### config.mk
export PLATFORM = sky130hd
export DESIGN_NAME = tt_frame_rx
export DESIGN_NICKNAME = d
export VERILOG_FILES = /design/src/rtl/frx_pkg.sv /design/src/rtl/frx_bss_strip.sv /design/src/rtl/frx_hdr_unpack.sv /design/src/rtl/frx_tail_seq.sv /design/src/rtl/tt_frame_rx.sv
export SDC_FILE = /design/constraint.sdc
export NUM_CORES = 1
export LEC_CHECK = 0
export ABC_AREA = 1
export BUFFER_PORTS_ARGS = -buffer_cell sky130_fd_sc_hd__buf_2
export CAP_MARGIN = 20
export CELL_PAD_IN_SITES_DETAIL_PLACEMENT = 2
export CELL_PAD_IN_SITES_GLOBAL_PLACEMENT = 2
export CORE_UTILIZATION = 30
export CTS_CLUSTER_SIZE = 14
export DETAILED_ROUTE_END_ITERATION = 8
export PLACE_DENSITY_LB_ADDON = 0.3
export SYNTH_ARGS = -nofsm -noshare
export SYNTH_HDL_FRONTEND = slang
export SYNTH_SLANG_ARGS = --single-unit
### constraint.sdc
create_clock -name clk -period 1.6 [get_ports clk]
set_input_delay 0.32 -clock clk [delete_from_list [all_inputs] [get_ports clk]]
set_output_delay 0.32 -clock clk [all_outputs]
set_load 0.05 [all_outputs]
### src/rtl/frx_pkg.sv
// Shared state types for the frame receiver.
package frx_pkg;
    typedef enum logic [1:0] {RX_IDLE, RX_TSS, RX_BYTES, RX_TAIL} rx_state_e;
    typedef enum logic [1:0] {PH_HDR, PH_PAY, PH_TRL} phase_e;
    typedef enum logic [2:0] {TL_FES_HI, TL_FES_LO, TL_DECIDE, TL_DTS, TL_CID} tail_state_e;
endpackage

### src/rtl/frx_bss_strip.sv
// Byte cell de-framer: each cell is a high bit, a low bit and BYTE_W data
// bits. Assumes the caller holds en_i low whenever no byte sequence is in
// flight, which restarts the cell position.
module frx_bss_strip #(
    parameter int BYTE_W = 8
) (
    input  logic              clk,
    input  logic              rst_n,
    input  logic              en_i,
    input  logic              bit_vld_i,
    input  logic              bit_i,
    output logic              byte_done_o,
    output logic [BYTE_W-1:0] byte_o,
    output logic              bss_err_o
);
    localparam int CELL  = BYTE_W + 2;
    localparam int CNT_W = $clog2(CELL);

    logic [CNT_W-1:0]  pos_q;
    logic [BYTE_W-2:0] shf_q;
    logic              take;

    // Decode the current bit against its position in the cell.
    always_comb begin
        take        = en_i & bit_vld_i;
        bss_err_o   = take && (((pos_q == '0) && !bit_i) ||
                               ((pos_q == CNT_W'(1)) && bit_i));
        byte_done_o = take && (pos_q == CNT_W'(CELL - 1));
        byte_o      = {shf_q, bit_i};
    end

    // Track position in the cell and gather data bits.
    always_ff @(posedge clk) begin
        if (!rst_n || !en_i) begin
            pos_q <= '0;
            shf_q <= '0;
        end else if (take) begin
            if (pos_q == CNT_W'(CELL - 1)) begin
                pos_q <= '0;
            end else begin
                pos_q <= pos_q + CNT_W'(1);
            end
            if (pos_q >= CNT_W'(2)) begin
                shf_q <= byte_o[BYTE_W-2:0];
            end
        end
    end
endmodule

### src/rtl/frx_hdr_unpack.sv
// Splits a complete header word into its fields and flags header rule
// violations. Purely combinational; the first received bit is the MSB.
module frx_hdr_unpack #(
    parameter int ID_W   = 11,
    parameter int LEN_W  = 7,
    parameter int HCRC_W = 11,
    parameter int CYC_W  = 6,
    localparam int HDR_W = 5 + ID_W + LEN_W + HCRC_W + CYC_W
) (
    input  logic [HDR_W-1:0]  hdr_i,
    output logic              rsv_o,
    output logic              ppi_o,
    output logic              nf_o,
    output logic              sync_o,
    output logic              stup_o,
    output logic [ID_W-1:0]   id_o,
    output logic [LEN_W-1:0]  len_o,
    output logic [HCRC_W-1:0] hcrc_o,
    output logic [CYC_W-1:0]  cyc_o,
    output logic              rule_err_o
);
    localparam int HCRC_LSB = CYC_W;
    localparam int LEN_LSB  = HCRC_LSB + HCRC_W;
    localparam int ID_LSB   = LEN_LSB + LEN_W;

    // Field slicing and header rule checks.
    always_comb begin
        rsv_o      = hdr_i[HDR_W-1];
        ppi_o      = hdr_i[HDR_W-2];
        nf_o       = hdr_i[HDR_W-3];
        sync_o     = hdr_i[HDR_W-4];
        stup_o     = hdr_i[HDR_W-5];
        id_o       = hdr_i[ID_LSB +: ID_W];
        len_o      = hdr_i[LEN_LSB +: LEN_W];
        hcrc_o     = hdr_i[HCRC_LSB +: HCRC_W];
        cyc_o      = hdr_i[0 +: CYC_W];
        rule_err_o = (id_o == '0) || (stup_o && !sync_o);
    end
endmodule

### src/rtl/frx_tail_seq.sv
// Post-trailer sequencer: end marker (high, low), static/dynamic decision,
// trailing run, and idle delimiter count. Assumes en_i is held low outside
// the tail so every tail starts from the end marker.
module frx_tail_seq #(
    parameter int CID_LEN = 11
) (
    input  logic clk,
    input  logic rst_n,
    input  logic en_i,
    input  logic bit_vld_i,
    input  logic bit_i,
    output logic done_o,
    output logic err_o,
    output logic dyn_o
);
    import frx_pkg::*;
    localparam int CW = $clog2(CID_LEN + 1);

    tail_state_e st_q;
    logic [CW-1:0] cid_q;
    logic dyn_q;
    logic take;

    // Flag completion or violation for the bit being accepted.
    always_comb begin
        take   = en_i & bit_vld_i;
        done_o = 1'b0;
        err_o  = 1'b0;
        dyn_o  = dyn_q;
        if (take) begin
            case (st_q)
                TL_FES_HI: err_o  = !bit_i;
                TL_FES_LO: err_o  = bit_i;
                TL_DECIDE: done_o = bit_i && (CID_LEN == 1);
                TL_CID: begin
                    err_o  = !bit_i;
                    done_o = bit_i && (cid_q == CW'(CID_LEN - 1));
                end
                default: ;
            endcase
        end
    end

    // Advance through the tail phases.
    always_ff @(posedge clk) begin
        if (!rst_n || !en_i) begin
            st_q  <= TL_FES_HI;
            cid_q <= '0;
            dyn_q <= 1'b0;
        end else if (take) begin
            case (st_q)
                TL_FES_HI: st_q <= TL_FES_LO;
                TL_FES_LO: st_q <= TL_DECIDE;
                TL_DECIDE: begin
                    if (bit_i) begin
                        cid_q <= CW'(1);
                        st_q  <= TL_CID;
                    end else begin
                        dyn_q <= 1'b1;
                        st_q  <= TL_DTS;
                    end
                end
                TL_DTS: begin
                    if (bit_i) begin
                        cid_q <= '0;
                        st_q  <= TL_CID;
                    end
                end
                TL_CID:  cid_q <= cid_q + CW'(1);
                default: st_q <= TL_FES_HI;
            endcase
        end
    end
endmodule

### src/rtl/tt_frame_rx.sv
// Frame receiver for a time-triggered bus. Consumes already-timed bits,
// finds the start sequence, de-frames bytes, parses header, payload and
// trailer, then checks the tail. Assumes bit_vld_i pulses once per bus bit.
module tt_frame_rx #(
    parameter int BYTE_W  = 8,
    parameter int ID_W    = 11,
    parameter int LEN_W   = 7,
    parameter int HCRC_W  = 11,
    parameter int CYC_W   = 6,
    parameter int CRC_W   = 24,
    parameter int CID_LEN = 11
) (
    input  logic              clk,
    input  logic              rst_n,
    input  logic              bit_vld_i,
    input  logic              bit_i,
    output logic              hdr_vld_o,
    output logic              rsv_o,
    output logic              ppi_o,
    output logic              null_frame_o,
    output logic              sync_o,
    output logic              startup_o,
    output logic [ID_W-1:0]   frame_id_o,
    output logic [LEN_W-1:0]  pay_words_o,
    output logic [HCRC_W-1:0] hdr_crc_o,
    output logic [CYC_W-1:0]  cycle_o,
    output logic              byte_vld_o,
    output logic [BYTE_W-1:0] byte_o,
    output logic              trl_vld_o,
    output logic [CRC_W-1:0]  frame_crc_o,
    output logic              frame_done_o,
    output logic              dynamic_o,
    output logic              cas_o,
    output logic              proto_err_o
);
    import frx_pkg::*;

    localparam int HDR_W     = 5 + ID_W + LEN_W + HCRC_W + CYC_W;
    localparam int HDR_BYTES = HDR_W / BYTE_W;
    localparam int TRL_BYTES = CRC_W / BYTE_W;
    localparam int PAY_CW    = LEN_W + 1;

    rx_state_e state_q;
    phase_e    phase_q;
    logic [PAY_CW-1:0]       idx_q;
    logic [PAY_CW-1:0]       pay_n_q;
    logic [HDR_W-BYTE_W-1:0] hdr_q;
    logic [CRC_W-BYTE_W-1:0] crc_q;

    logic              strip_en, strip_done, strip_err;
    logic [BYTE_W-1:0] strip_byte;
    logic [HDR_W-1:0]  hdr_next;
    logic [CRC_W-1:0]  crc_next;
    logic              tail_en, tail_done, tail_err, tail_dyn;

    logic              u_rsv, u_ppi, u_nf, u_sync, u_stup, u_rule_err;
    logic [ID_W-1:0]   u_id;
    logic [LEN_W-1:0]  u_len;
    logic [HCRC_W-1:0] u_hcrc;
    logic [CYC_W-1:0]  u_cyc;

    // Sub-block enables and the next header and trailer words.
    always_comb begin
        strip_en = (state_q == RX_BYTES);
        tail_en  = (state_q == RX_TAIL);
        hdr_next = {hdr_q, strip_byte};
        crc_next = {crc_q, strip_byte};
    end

    frx_bss_strip #(.BYTE_W(BYTE_W)) strip_i (
        .clk        (clk),
        .rst_n      (rst_n),
        .en_i       (strip_en),
        .bit_vld_i  (bit_vld_i),
        .bit_i      (bit_i),
        .byte_done_o(strip_done),
        .byte_o     (strip_byte),
        .bss_err_o  (strip_err)
    );

    frx_hdr_unpack #(
        .ID_W(ID_W), .LEN_W(LEN_W), .HCRC_W(HCRC_W), .CYC_W(CYC_W)
    ) unpack_i (
        .hdr_i     (hdr_next),
        .rsv_o     (u_rsv),
        .ppi_o     (u_ppi),
        .nf_o      (u_nf),
        .sync_o    (u_sync),
        .stup_o    (u_stup),
        .id_o      (u_id),
        .len_o     (u_len),
        .hcrc_o    (u_hcrc),
        .cyc_o     (u_cyc),
        .rule_err_o(u_rule_err)
    );

    frx_tail_seq #(.CID_LEN(CID_LEN)) tail_i (
        .clk      (clk),
        .rst_n    (rst_n),
        .en_i     (tail_en),
        .bit_vld_i(bit_vld_i),
        .bit_i    (bit_i),
        .done_o   (tail_done),
        .err_o    (tail_err),
        .dyn_o    (tail_dyn)
    );

    // Frame-level sequencing, field capture and event pulses.
    always_ff @(posedge clk) begin
        if (!rst_n) begin
            state_q      <= RX_IDLE;
            phase_q      <= PH_HDR;
            idx_q        <= '0;
            pay_n_q      <= '0;
            hdr_q        <= '0;
            crc_q        <= '0;
            hdr_vld_o    <= 1'b0;
            rsv_o        <= 1'b0;
            ppi_o        <= 1'b0;
            null_frame_o <= 1'b0;
            sync_o       <= 1'b0;
            startup_o    <= 1'b0;
            frame_id_o   <= '0;
            pay_words_o  <= '0;
            hdr_crc_o    <= '0;
            cycle_o      <= '0;
            byte_vld_o   <= 1'b0;
            byte_o       <= '0;
            trl_vld_o    <= 1'b0;
            frame_crc_o  <= '0;
            frame_done_o <= 1'b0;
            dynamic_o    <= 1'b0;
            cas_o        <= 1'b0;
            proto_err_o  <= 1'b0;
        end else begin
            hdr_vld_o    <= 1'b0;
            byte_vld_o   <= 1'b0;
            trl_vld_o    <= 1'b0;
            frame_done_o <= 1'b0;
            cas_o        <= 1'b0;
            proto_err_o  <= 1'b0;
            case (state_q)
                RX_IDLE: begin
                    if (bit_vld_i && !bit_i) begin
                        state_q <= RX_TSS;
                    end
                end
                RX_TSS: begin
                    if (bit_vld_i && bit_i) begin
                        state_q <= RX_BYTES;
                        phase_q <= PH_HDR;
                        idx_q   <= '0;
                    end
                end
                RX_BYTES: begin
                    if (strip_err) begin
                        if (phase_q == PH_HDR && idx_q == '0) begin
                            cas_o <= 1'b1;
                        end else begin
                            proto_err_o <= 1'b1;
                        end
                        state_q <= RX_IDLE;
                    end else if (strip_done) begin
                        case (phase_q)
                            PH_HDR: begin
                                hdr_q <= hdr_next[HDR_W-BYTE_W-1:0];
                                if (idx_q == PAY_CW'(HDR_BYTES - 1)) begin
                                    idx_q <= '0;
                                    if (u_rule_err) begin
                                        proto_err_o <= 1'b1;
                                        state_q     <= RX_IDLE;
                                    end else begin
                                        hdr_vld_o    <= 1'b1;
                                        rsv_o        <= u_rsv;
                                        ppi_o        <= u_ppi;
                                        null_frame_o <= ~u_nf;
                                        sync_o       <= u_sync;
                                        startup_o    <= u_stup;
                                        frame_id_o   <= u_id;
                                        pay_words_o  <= u_len;
                                        hdr_crc_o    <= u_hcrc;
                                        cycle_o      <= u_cyc;
                                        pay_n_q      <= {u_len, 1'b0};
                                        phase_q      <= (u_len == '0) ? PH_TRL : PH_PAY;
                                    end
                                end else begin
                                    idx_q <= idx_q + PAY_CW'(1);
                                end
                            end
                            PH_PAY: begin
                                byte_o     <= strip_byte;
                                byte_vld_o <= 1'b1;
                                if (idx_q == pay_n_q - PAY_CW'(1)) begin
                                    idx_q   <= '0;
                                    phase_q <= PH_TRL;
                                end else begin
                                    idx_q <= idx_q + PAY_CW'(1);
                                end
                            end
                            default: begin
                                crc_q <= crc_next[CRC_W-BYTE_W-1:0];
                                if (idx_q == PAY_CW'(TRL_BYTES - 1)) begin
                                    frame_crc_o <= crc_next;
                                    trl_vld_o   <= 1'b1;
                                    idx_q       <= '0;
                                    state_q     <= RX_TAIL;
                                end else begin
                                    idx_q <= idx_q + PAY_CW'(1);
                                end
                            end
                        endcase
                    end
                end
                RX_TAIL: begin
                    if (tail_err) begin
                        proto_err_o <= 1'b1;
                        state_q     <= RX_IDLE;
                    end else if (tail_done) begin
                        frame_done_o <= 1'b1;
                        dynamic_o    <= tail_dyn;
                        state_q      <= RX_IDLE;
                    end
                end
                default: state_q <= RX_IDLE;
            endcase
        end
    end
endmodule

Yosys cells after proc, flatten, opt, wreduce, memory -nomap -nowiden:

Index checks and enable logic that the tools add are counted.

* register bits: 158
* output and inout port bits: 79
* RAM bits: 0
* latch bits: 0
* memory bits (read-only): 0
* input port bits: 4
* memories kept: 0

* reductions and logical operators: 47
* shifts and indexed selects: 0
* bitwise logic cells: 15
* equality and inequality tests: 30
* divide/modulo/power cells: 0
* $add $sub $neg: 4
* $lt $le $gt $ge: 1
* muxes and demuxes: 52
* multiply operators: 0

Operators with widths (count)
* 8-bit two-way mux: 6
* 2-bit two-way mux: 16
* 8-bit one-hot mux with 2 select lines: 2
* 3-bit inequality test (second input constant): 7
* 4-bit AND reduction: 5
* 8-bit AND reduction: 2
* 1-bit two-way mux: 15
* 3-bit one-hot mux with 5 select lines: 1
* 1-bit inverter: 13
* 4-bit two-way mux: 3
* 2-bit inequality test (second input constant): 6
* 4-bit inequality test (second input constant): 3
* 2-bit one-hot mux with 2 select lines: 3
* 4-bit one-hot mux with 3 select lines: 1
* 3-bit AND reduction: 4
* 6-bit OR reduction: 2
* 11-bit zero test: 1
* 1-bit logical AND: 9
* 4-bit by 1-bit adder with 4-bit output (second input constant): 2
* 8-bit by 1-bit adder with 8-bit output (second input constant): 1
* 4-bit == test (second input constant): 2
* 8-bit by 2-bit == test with 1-bit output (second input constant): 1
* 8-bit by 3-bit == test with 1-bit output (second input constant): 1
* 8-bit == test: 1
* 27 further kinds: 42

Depth between registers and ports, before layout:

Gate-level depths: netlist of the first run.

* word-level depth: 9
* depth in mapped cells: 14
* depth with buffers taken out: 14

Cells and area by module:

From an unflattened synthesis of the first run, not the netlist that was laid out.

* cells, all modules: 958
* area total of the unflattened synthesis: 7080.5 um^2

By module, submodules not included
* tt_frame_rx: cells each 746, instances 1, sequential area each 2782.7 um^2, area each 5614.1 um^2
* frx_bss_strip: cells each 82, instances 1, sequential area each 220.2 um^2, area each 581.8 um^2
* frx_tail_seq: cells each 76, instances 1, sequential area each 160.2 um^2, area each 529.3 um^2
* frx_hdr_unpack: cells each 54, instances 1, sequential area each 0.0 um^2, area each 355.3 um^2

Least setup slack after synthesis of the first run:

No wires, ideal clock.

* kind: register to register
* from: register pay_words_o[0] (netlist name)
* to: register idx_q[3]
* stages on the path, launching flop included: 13
* clock period less this slack: 2079 ps
* data arrival time: 1946 ps
* slack: -479 ps
* path through: dfxtp_1 inv_1 ha_1 nand2_1 inv_1 nor2_1 nand2_1 nor2_1 nand2_1 nor2_1 nand3_1 nand3_1 a21oi_1

RTL lines
* end signal: assignment: RTL line tt_frame_rx.sv:187 `idx_q <= idx_q + PAY_CW'(1);`
* end signal: assignment: RTL line tt_frame_rx.sv:197 `idx_q <= idx_q + PAY_CW'(1);`
* end signal: assignment: RTL line tt_frame_rx.sv:208 `idx_q <= idx_q + PAY_CW'(1);`
* end: declaration: RTL line tt_frame_rx.sv:45 `logic [PAY_CW-1:0] idx_q;`

Final worst setup path of the first run:

* from: register idx_q[1]
* to: register frame_id_o[9]

* word-level cells in the longest chain between the ends: 2

RTL lines
* 8-bit by 3-bit == test with 1-bit output: RTL line tt_frame_rx.sv:167 `if (idx_q == PAY_CW'(HDR_BYTES - 1)) begin`
* 6-bit AND reduction (no source line)
* end signal: assignment: RTL line tt_frame_rx.sv:179 `frame_id_o <= u_id;`
* end: declaration: RTL line tt_frame_rx.sv:23 `output logic [ID_W-1:0] frame_id_o,`

Every way passes these cells.
A chain may end at the register's enable or synchronous reset.

==> results.sh, run 1 <==
export IMPL_finalMaxSlewViolations=0
export IMPL_cp_required_ns=1.95
export IMPL_violations="negative setup slack"
export IMPL_io_pin_count=83
export IMPL_syn_num_nets=846
export IMPL_gp_congestion=0.780
export IMPL_ys_ff_latch=158
export IMPL_arrival_ns=2.33
export IMPL_cts_tree="yes"
export IMPL_num_vias=7618
export IMPL_dieArea_mm2=0.0226
export IMPL_drc=0
export IMPL_final_cell_mix="141 x dfxtp_1, 101 x buf_4, 82 x buf_2, 77 x inv_1, 60 x a21oi_1"
export IMPL_crit_path_start_kind="flip-flop"
export IMPL_yosysTopAreaCell="dfxtp_1"
export IMPL_worstPathMaxFanout=12
export IMPL_grt_usage_pct=28.7
export IMPL_antenna_found_initial=1
export IMPL_num_rows=53
export IMPL_critPathTopFamily="simple AND/OR/NAND/NOR gates"
export IMPL_syn_inst=836
export IMPL_yosysWarningCount=0
export IMPL_crit_type="flip-flop to flip-flop"
export IMPL_synth_area_leaders="dfxtp_1 48%, a21oi_1 8.4%, o21ai_0 7.9%"
export IMPL_p_total_w=0.0100
export IMPL_grt_overflow=0
export IMPL_slew_headroom_pct=64.7
export IMPL_synth_avg_cell_area_um2=7.90
export IMPL_layout_setup_ws_ns=-0.386
export IMPL_crit_buf_inv=6
export IMPL_hold_viol_final=0
export IMPL_netlist_area_leader_share_pct=47.9
export IMPL_period_share_pct=124
export IMPL_clock_latency_ns=0.46
export IMPL_fin_crit_ns=1.99
export IMPL_fp_dieH_um=150
export IMPL_drt_total_wl_um=40700
export IMPL_p_sw_share_pct=31.2
export IMPL_dr_first_iter_drc_count=470
export IMPL_final_nets=1071
export IMPL_p_leak_nw=4.34
export IMPL_numClockSinks=158
export IMPL_synth_edf_count=0
export IMPL_detail_route_antenna_nets=0
export IMPL_p_per_area_mw_per_mm2=932
export IMPL_syn_area_mm2=0.00660
export IMPL_tightest_slew_ns=0.523
export IMPL_p_clk_share_pct=40.5
export IMPL_combPwrFrac_pct=19.0
export IMPL_htreeDepth=4
export IMPL_multiInputGateArea_mm2=0.00389
export IMPL_cpPeakStageDelay_ns=0.37
export IMPL_die_x_um=150
export IMPL_dp_hpwl_um=15700
export IMPL_cts_root_buf="clkbuf_16"
export IMPL_max_freq_mhz=504
export IMPL_crit_chain="inv_4 > ha_4 > nand3_4 > nor2_4 > nand2_2 > inv_4 > nand2_4 > nor2_4 > buf_12 > buf_4 > buf_6 > inv_8 > nor2_1 > nor2_1"
export IMPL_synth_distinct_cells=40
export IMPL_ys_flop_type="dfxtp_1"
export IMPL_hold_path_class="input port to flip-flop"
export IMPL_setup_viol=148
export IMPL_pwr_share_seq_pct=40.4
export IMPL_seqCellArea_mm2=0.00320
export IMPL_clkTransAtPathRegs_ns=0.07
export IMPL_n_antenna_cell=0
export IMPL_grt_pass1_vias=7654
export IMPL_start_util_pct=31.0
export IMPL_core_mm2=0.0213
export IMPL_grt_max_degree=48
export IMPL_fillerInstances=2201
export IMPL_cts_buffers_inserted=17
export IMPL_ir_worst_vdd_mv=0.837
export IMPL_clockBufferDepth=2
export IMPL_status="finished, violations left"
export IMPL_cap_violations=0
export IMPL_drt_pass1_iterations=4
export IMPL_fin_cells=1348
export IMPL_rsz0062_at_grt="true"
export IMPL_seq_area_frac_synth_pct=47.9
export IMPL_clock_skew_ns=0.0157
export IMPL_layout_drive_gt1_share_pct=51.9
export IMPL_cp_end_kind="flip-flop"
export IMPL_synth_async_reset_ratio_pct=0
export IMPL_place_inst=1233
export IMPL_final_common_cell="dfxtp_1"
export IMPL_grt_pass1_wl_um=47700
export IMPL_syn2layout_area_growth_pct=62.5
export IMPL_port_buffers=82
export IMPL_viasPerCell=5.65
export IMPL_slowest_stage="dfxtp_4"
export IMPL_p_int_w=0.00688
export IMPL_post_drt_wl_per_cell_um=30.2
export IMPL_p_sw_w=0.00312
==> kinds of logic after synthesis <==
group / Yosys count / synth area share [%]
and+or+nand+nor: 272 / 18.8
AOI/OAI and AO/OA: 249 / 22.1
DFF: 158 / 47.9
buffers and inverters: 143 / 9.02
xor gates and xnor gates: 8 / 1.06
adders and majority gates: 6 / 1.14
==> timing repair <==
action,4_1_cts,5_1_grt
buffers inserted,40,43
endpoints found under the setup margin,137,146
pin swaps,46,41
cloned,13,6
gates resized for setup,151,270
hold buffers,0,0
==> power by group through the flow <==
stage	combinational, W	clock, W	sequential [W]
after detailed placement	0.00108	0	0.00410
final	0.00190	0.00405	0.00404
after CTS	0.00129	0.00390	0.00403
after floorplan	0.000602	0	0.00410
after global placement	0.00105	0	0.00411
after global routing	0.00195	0.00425	0.00404
==> cell type report <==
type                            count  share of cell area [%]
Timing Repair Buffer              251                    21.9
Tap cell                          275                    3.21
Sequential cell                   158                    29.8
Clock inverter                      9                   0.548
Clock buffer                       22                    4.61
Multi-Input combinational cell    535                    36.3
Inverter                           98                    3.66
==> cells in the mapped netlist, drive strengths merged (2+ instances only) <==
master and n:
o211ai 2, nand3b 2, dfxtp 158, nor3b 2, a211oi 26, xor2 5
nand2 90, buf 22, a21oi 111, nand3 58, ha 6, xnor2 3
nand4 6, nor2 103, clkbuf 23, inv 97, nor3 10, o21ai 105
==> tightest hold or removal path, delay by kind of cell <==
kind | cells | cell delay (ns)
simple gates | 1 | 0.09
compound gates | 1 | 0.08
buf+inv | 2 | 0.30
==> registers in the layout (all words and copies together), names as in the netlist, 6 cells and up <==
register,flops
byte_o,8
frame_crc_o,24
pay_words_o,7
hdr_crc_o,11
idx_q,8
cycle_o,6
crc_q,16
strip_i.shf_q,7
frame_id_o,11
hdr_q,32
==> through the flow <==
| step | hold slack [ns] | cell area, µm² | worst slack, ns | TNS (ns) | util (%) |
|---|---|---|---|---|---|
| after floorplan | 0.430 | 6650 | -0.00484 | -0.0342 | - |
| after global placement | 0.450 | 7930 | -0.125 | -6.34 | 37.2 |
| after detailed placement | 0.452 | 7930 | -0.237 | -16.49 | 37.2 |
| after CTS | 0.354 | 9540 | -0.145 | -6.77 | 44.8 |
| after global routing | 0.393 | 10700 | -0.422 | -31.96 | 50.4 |
| final | 0.384 | 10700 | -0.386 | -26.20 | 50.4 |
==> worst paths after layout <==
path | startpoint | to | slack [ns] | depth (start not counted)
max | idx_q[1] | frame_id_o[9] | -0.39 | 14
min | bit_i | byte_o[0] | 0.38 | 4
max reg2reg | idx_q[1] | frame_id_o[9] | -0.39 | 14
min reg2reg | tail_i.dyn_o | dynamic_o | 0.46 | 2
==> metal layers <==
layer	wire length, µm	track usage [%]
met1	16900	34.9
met2	20000	50.5
met3	1760	4.36
met4	2000	11.4
met5	13	0
No activity file was read; power rests on OpenSTA's default activity.
==> run 2: changes to the inputs <==
CELL_PAD_IN_SITES_DETAIL_PLACEMENT = 1   (was 2)
CORE_MARGIN = 1.5   (was unset)
SETUP_SLACK_MARGIN = 0.5   (was unset)
==> run 2 against run 1 <==
Net effect:
- the flow still finishes with violations (negative setup slack)
- register-to-register slack improved by 0.23 ns
- combinational power fell by 9%
- fmax rose by 13%
- utilization rose by 0.68 points
- sequential cell count did not move
- largest cell class unchanged
- largest power group unchanged
==> results.sh, run 2 (synthesis results as in run 1) <==
export IMPL_fin_area_mm2=0.0111
export IMPL_crit_path_start_kind="flip-flop"
export IMPL_crit_type="flip-flop to flip-flop"
export IMPL_p_per_area_mw_per_mm2=899
export IMPL_arrival_ns=2.09
export IMPL_fillerInstances=2428
export IMPL_cts_root_buf="clkbuf_16"
export IMPL_final_util_pct=51.1
export IMPL_cap_violations=0
export IMPL_crit_end="state_q[1]"
export IMPL_num_vias=6651
export IMPL_status="finished, violations left"
export IMPL_final_cell_mix="114 x dfxtp_1, 94 x buf_4, 77 x inv_1, 75 x a21oi_1, 67 x nand2_1"
export IMPL_final_nets=1068
export IMPL_clockBufferDepth=2
export IMPL_clkTransAtPathRegs_ns=0.08
export IMPL_layout_drive_gt1_share_pct=51.9
export IMPL_dieArea_mm2=0.0229
export IMPL_drt_pass1_iterations=4
export IMPL_syn2layout_area_growth_pct=67.8
export IMPL_p_sw_share_pct=31.1
export IMPL_hold_viol_final=0
export IMPL_p_int_w=0.00686
export IMPL_period_share_pct=110
export IMPL_drc=0
export IMPL_max_freq_mhz=571
export IMPL_io_pin_count=83
export IMPL_postCtsHoldBufs=0
export IMPL_port_buffers=82
export IMPL_multiInputGateArea_mm2=0.00382
export IMPL_core_mm2=0.0217
export IMPL_seqCellArea_mm2=0.00325
export IMPL_post_drt_wl_per_cell_um=17.8
export IMPL_pwr_share_seq_pct=40.4
export IMPL_cts_buffers_inserted=17
export IMPL_n_antenna_cell=0
export IMPL_cts_tree="yes"
export IMPL_antenna_found_initial=0
export IMPL_htreeDepth=4
export IMPL_detail_route_antenna_nets=0
export IMPL_critPathLaunch="strip_i.pos_q[3]"
export IMPL_reg2reg_depth=13
export IMPL_gp_congestion=0.788
export IMPL_p_sw_w=0.00310
export IMPL_fp_dieH_um=151
export IMPL_num_rows=54
export IMPL_combPwrFrac_pct=17.4
export IMPL_die_x_um=151
export IMPL_rsz0062_at_grt="true"
export IMPL_post_dp_cell_area_mm2=0.00827
export IMPL_top_regs="hdr_q (32), frame_crc_o (24), crc_q (16)"
export IMPL_clock_latency_ns=0.45
export IMPL_grt_usage_pct=19.6
export IMPL_drt_total_wl_um=24100
export IMPL_p_leak_nw=4.36
export IMPL_grt_overflow=0
export IMPL_viasPerCell=4.92
export IMPL_grt_max_degree=61
export IMPL_numClockSinks=158
export IMPL_reg2reg_slack_ns=-0.15
export IMPL_start_util_pct=30.4
export IMPL_top_register="hdr_q"
export IMPL_p_clk_share_pct=42.2
export IMPL_grt_pass1_vias=6529
export IMPL_tightest_slew_ns=0.368
export IMPL_setup_viol=81
export IMPL_layout_setup_ws_ns=-0.153
export IMPL_dr_first_iter_drc_count=200
export IMPL_worstPathMaxFanout=3
export IMPL_cp_end_kind="flip-flop"
export IMPL_fin_crit_ns=1.75
export IMPL_violations="negative setup slack"
export IMPL_largest_reg_flops=32
export IMPL_clock_skew_ns=0.0152
export IMPL_dp_hpwl_um=14100
export IMPL_cp_required_ns=1.94
export IMPL_grt_pass1_wl_um=34500
export IMPL_r2r_end="state_q[1]"
export IMPL_finalMaxSlewViolations=0
export IMPL_holdWs_ns=0.377
export IMPL_final_common_cell="dfxtp_1"
export IMPL_reg2reg_from="strip_i.pos_q[3]"
export IMPL_setup_tns_ns=-6.34
export IMPL_hold_path_class="input port to flip-flop"
export IMPL_slew_headroom_pct=75.4
export IMPL_ir_worst_vdd_mv=0.737
[run 2: cell types whose count changed in the layout (fill, tap and decap cells not counted), moves of 16 or more]
| cell | change |
|---|---|
| buf_2 | -42 |
| buf_6 | +20 |
| buf_8 | +28 |
| dfxtp_1 | -27 |
| dfxtp_2 | +19 |
| o21ai_0 | -24 |
| o21ai_2 | +16 |
[run 2: worst min-delay path by stage]
stage / from / endpoint / slack [ns] / cells after the start
after floorplan: tail_i.dyn_o / dynamic_o / 0.43 / 2
after global placement: hdr_q[29] / null_frame_o / 0.45 / 1
after detailed placement: hdr_q[29] / null_frame_o / 0.45 / 1
after CTS: bit_vld_i / strip_i.pos_q[0] / 0.35 / 4
after global routing: bit_i / tail_i.dyn_o / 0.38 / 4
final: bit_i / tail_i.dyn_o / 0.38 / 4
[run 2: repair_timing]
action | CTS | global route
pin swaps | 23 | 60
buffers inserted | 14 | 38
resized for setup | 113 | 342
gates cloned | 7 | 12
setup endpoints to repair | 237 | 237
[run 2: critical path, cell delays in order (launching register included)]
cell	delay, ns
dfxtp_2	0.33
buf_6	0.11
nor3_4	0.20
nand3_4	0.13
buf_4	0.16
buf_4	0.13
nand2_2	0.07
inv_2	0.05
o21ai_2	0.06
nand3_2	0.10
nor2_2	0.14
nand2_1	0.06
nand2_1	0.05
inv_1	0.03
[run 2: metal layers]
layer	vias up	global-route usage, %	share of wire, %
li1	3257	-	-
met1	3272	25.8	45
met2	94	32.5	51
met3	28	4.04	2.8
met4	0	4.95	1.3
met5	-	0	0
[run 2: layout make-up]
cell class                 instances  share of cell area, %
clock buffer                      17                   3.84
multi-input combinational        537                   34.5
sequential                       158                   29.3
timing repair buffer             246                   23.8
clock inverter                    15                   1.66
inverter                          98                   3.73
tap                              280                   3.16
[run 2: per-stage QoR]
step,instances,power [W],setup slack (ns)
2_1_floorplan,836,0.00485,0.0107
3_3_place_gp,1248,0.00530,-0.105
3_5_place_dp,1248,0.00532,-0.131
4_1_cts,1301,0.00966,-0.0617
5_1_grt,1351,0.0104,-0.227
6_report,1351,0.00996,-0.153
[run 2: power groups by stage]
stage | logic (W) | registers (W) | clock network, W
finish | 0.00173 | 0.00402 | 0.00421
CTS | 0.00133 | 0.00404 | 0.00429
global placement | 0.00117 | 0.00413 | 0
detailed placement | 0.00118 | 0.00413 | 0
floorplan | 0.000710 | 0.00414 | 0
global route | 0.00186 | 0.00402 | 0.00448
==> run 3: changes to the inputs <==
ABC_AREA = unset   (was 1)
CORE_UTILIZATION = 31   (was 30)
==> run 3 against run 2 <==
Net effect:
- power fell by 8.4%
- register-to-register slack got worse by 0.45 ns
- via count rose by 2.9%
- synthesized area fell by 3.4%
- sequential power fell by 3%
- setup slack got worse by 0.45 ns
- sequential share of layout area fell by 2.5 points
- the run still ends with negative setup slack left
- non-clock buffer count rose by 37
- global-route usage rose by 4.6 points
- die area fell by 6.4%
- count of clock-buffer cells in the layout did not move
- combinational power fell by 66%
==> results.sh, run 3 <==
export IMPL_ys_top_cells_by_count="215 x nand2_1, 158 x dfxtp_1, 106 x a21oi_1"
export IMPL_detail_route_antenna_nets=0
export IMPL_tightest_slew_ns=0.662
export IMPL_fin_area_mm2=0.0125
export IMPL_dieArea_mm2=0.0214
export IMPL_synth_compound_area_share_pct=13.6
export IMPL_holdWs_ns=0.340
export IMPL_n_antenna_cell=0
export IMPL_fillerInstances=2079
export IMPL_ys_ff_latch=158
export IMPL_grt_overflow=0
export IMPL_yosysTopAreaCell="dfxtp_1"
export IMPL_syn_num_nets=789
export IMPL_hold_viol_final=0
export IMPL_finalMaxSlewViolations=0
export IMPL_clockBufferDepth=2
export IMPL_rsz0062_at_grt="true"
export IMPL_synth_avg_cell_area_um2=8.19
export IMPL_cp_required_ns=1.96
export IMPL_fp_dieH_um=146
export IMPL_synth_area_leaders="dfxtp_1 50%, nand2_1 13%, a21oi_1 8.3%"
export IMPL_core_mm2=0.0202
export IMPL_drc=0
export IMPL_worstPathMaxFanout=5
export IMPL_p_per_area_mw_per_mm2=729
export IMPL_synthMuxAreaShare_pct=5.96
export IMPL_top_register="hdr_q"
export IMPL_layout_drive_gt1_share_pct=67.2
export IMPL_max_freq_mhz=454
export IMPL_synth_xor_area_share_pct=2.28
export IMPL_final_common_cell="buf_4"
export IMPL_cts_root_buf="clkbuf_16"
export IMPL_crit_chain="or3_4 > or4_4 > a31oi_4 > o2111ai_4 > a21oi_2 > mux2i_1"
export IMPL_layout_setup_ws_ns=-0.601
export IMPL_dp_hpwl_um=14100
export IMPL_crit_type="flip-flop to flip-flop"
export IMPL_ys_flop_type="dfxtp_1"
export IMPL_synth_top_family_by_area="simple AND/OR/NAND/NOR gates"
export IMPL_clock_skew_ns=0.0117
export IMPL_slew_headroom_pct=55.8
export IMPL_viasPerCell=5.19
export IMPL_postCtsHoldBufs=0
export IMPL_clkTransAtPathRegs_ns=0.07
export IMPL_clock_latency_ns=0.44
export IMPL_netlist_area_leader_share_pct=49.6
export IMPL_synth_most_common_cell="nand2_1"
export IMPL_cpPeakStageDelay_ns=0.44
export IMPL_hold_path_class="input port to flip-flop"
export IMPL_p_leak_nw=5.81
export IMPL_num_vias=6846
export IMPL_largest_reg_flops=32
export IMPL_grt_pass1_vias=7362
export IMPL_synth_edf_count=0
export IMPL_post_dp_cell_area_mm2=0.00805
export IMPL_htreeDepth=4
export IMPL_final_nets=1047
export IMPL_yosysWarningCount=0
export IMPL_crit_path_start_kind="flip-flop"
export IMPL_cts_tree="yes"
export IMPL_die_x_um=146
export IMPL_setup_viol=134
export IMPL_syn_inst=779
export IMPL_final_util_pct=61.8
export IMPL_synthSimpleGateAreaFrac_pct=24.0
export IMPL_cp_end_kind="flip-flop"
export IMPL_violations="negative setup slack"
export IMPL_status="finished, violations left"
export IMPL_cts_buffers_inserted=17
export IMPL_num_rows=52
export IMPL_preCtsSetupSlack_ns=-0.576
export IMPL_grt_max_degree=81
export IMPL_seq_area_frac_synth_pct=49.6
export IMPL_grt_pass1_wl_um=40400
export IMPL_synth_async_reset_ratio_pct=0
export IMPL_grt_usage_pct=24.2
export IMPL_synth_distinct_cells=54
export IMPL_top_regs="hdr_q (32), frame_crc_o (24), crc_q (16)"
export IMPL_fin_crit_ns=2.20
export IMPL_gp_congestion=0.840
export IMPL_numClockSinks=158
export IMPL_syn_area_mm2=0.00638
export IMPL_post_drt_wl_per_cell_um=22.7
export IMPL_io_pin_count=83
export IMPL_period_share_pct=138
export IMPL_arrival_ns=2.56
export IMPL_cap_violations=0
export IMPL_ir_worst_vdd_mv=0.723
export IMPL_dr_first_iter_drc_count=322
export IMPL_start_util_pct=31.5
export IMPL_drt_pass1_iterations=5
export IMPL_port_buffers=82
export IMPL_synthAdderAreaFrac_pct=1.18
export IMPL_final_cell_mix="125 x buf_4, 98 x nand2_4, 92 x a21oi_2, 91 x nand2_1, 79 x buf_8"
export IMPL_syn2layout_area_growth_pct=96.1
export IMPL_antenna_found_initial=0
export IMPL_slowest_stage="or4_4"
export IMPL_drt_total_wl_um=30000
## run 3: cell types whose count changed after synthesis, sizes merged, moves of 5 or more
cell    change
nor3        +5
xnor2       +7
nand2     +125
and3        +8
mux2i      +38
o21ai      -91
buf        -14
clkbuf     +14
nand3      -45
inv        -87
nor2b       +8
a211oi     -25
nor2       -38
nor4        +7
## run 3: final timing paths
| check | from | endpoint | slack [ns] | depth (start not counted) |
|---|---|---|---|---|
| max reg2reg | pay_words_o[3] | phase_q[1] | -0.60 | 6 |
| max | pay_words_o[3] | phase_q[1] | -0.60 | 6 |
| min | rst_n | proto_err_o | 0.34 | 3 |
| min reg2reg | crc_q[9] | crc_q[9] | 0.48 | 2 |
## run 3: cell type report
cell class	count	area, µm²	area share [%]
clock buffer	17	425	3.40
clock inverter	15	224	1.79
inverter	10	47.5	0.380
multi-input combinational	567	4700	37.6
sequential	158	3360	26.8
tap	270	338	2.70
timing repair buffer	283	3420	27.3
## run 3: kinds of logic after synthesis
| kind of cell | Yosys count |
|---|---|
| and+or+nand+nor | 357 |
| DFF | 158 |
| AOI/OAI and AO/OA | 150 |
| buffers and inverters | 55 |
| muxes | 38 |
| xor gates and xnor gates | 15 |
| adders and majority gates | 6 |
## run 3: through the flow
stage / power (W) / cells / setup TNS [ns]
2_1_floorplan: 0.00434 / 779 / -8.22
3_3_place_gp: 0.00445 / 1181 / -17.99
3_5_place_dp: 0.00447 / 1181 / -26.11
4_1_cts: 0.00902 / 1277 / -27.14
5_1_grt: 0.00936 / 1320 / -56.51
6_report: 0.00912 / 1320 / -48.08
## run 3: what timing repair did
| item | in CTS | in global routing |
|---|---|---|
| gates cloned | 15 | 0 |
| setup buffers | 49 | 43 |
| pin swaps | 102 | 142 |
| setup endpoints to repair | 236 | 236 |
| gates resized for setup | 539 | 236 |
## run 3: power breakdown
| group | internal [W] | switching, W |
|---|---|---|
| Clock | 0.00267 | 0.00194 |
| Combinational | 0.000225 | 0.000363 |
| Sequential | 0.00390 | 0.0000130 |
## run 3: metal layers
metal | routed length, µm | global-route usage [%] | vias up
li1 | - | - | 3172
met1 | 12000 | 27.5 | 3446
met2 | 16200 | 45.1 | 165
met3 | 877 | 4.00 | 63
met4 | 886 | 9.19 | 0
met5 | 0 | 0 | -
## run 3: worst max-delay path: cells and delay by family (launching register included)
family / cells / cell delay, ns
flip-flops: 1 / 0.34
AO/OA/AOI/OAI: 3 / 0.69
multiplexers: 1 / 0.26
AND/OR/NAND/NOR: 2 / 0.83
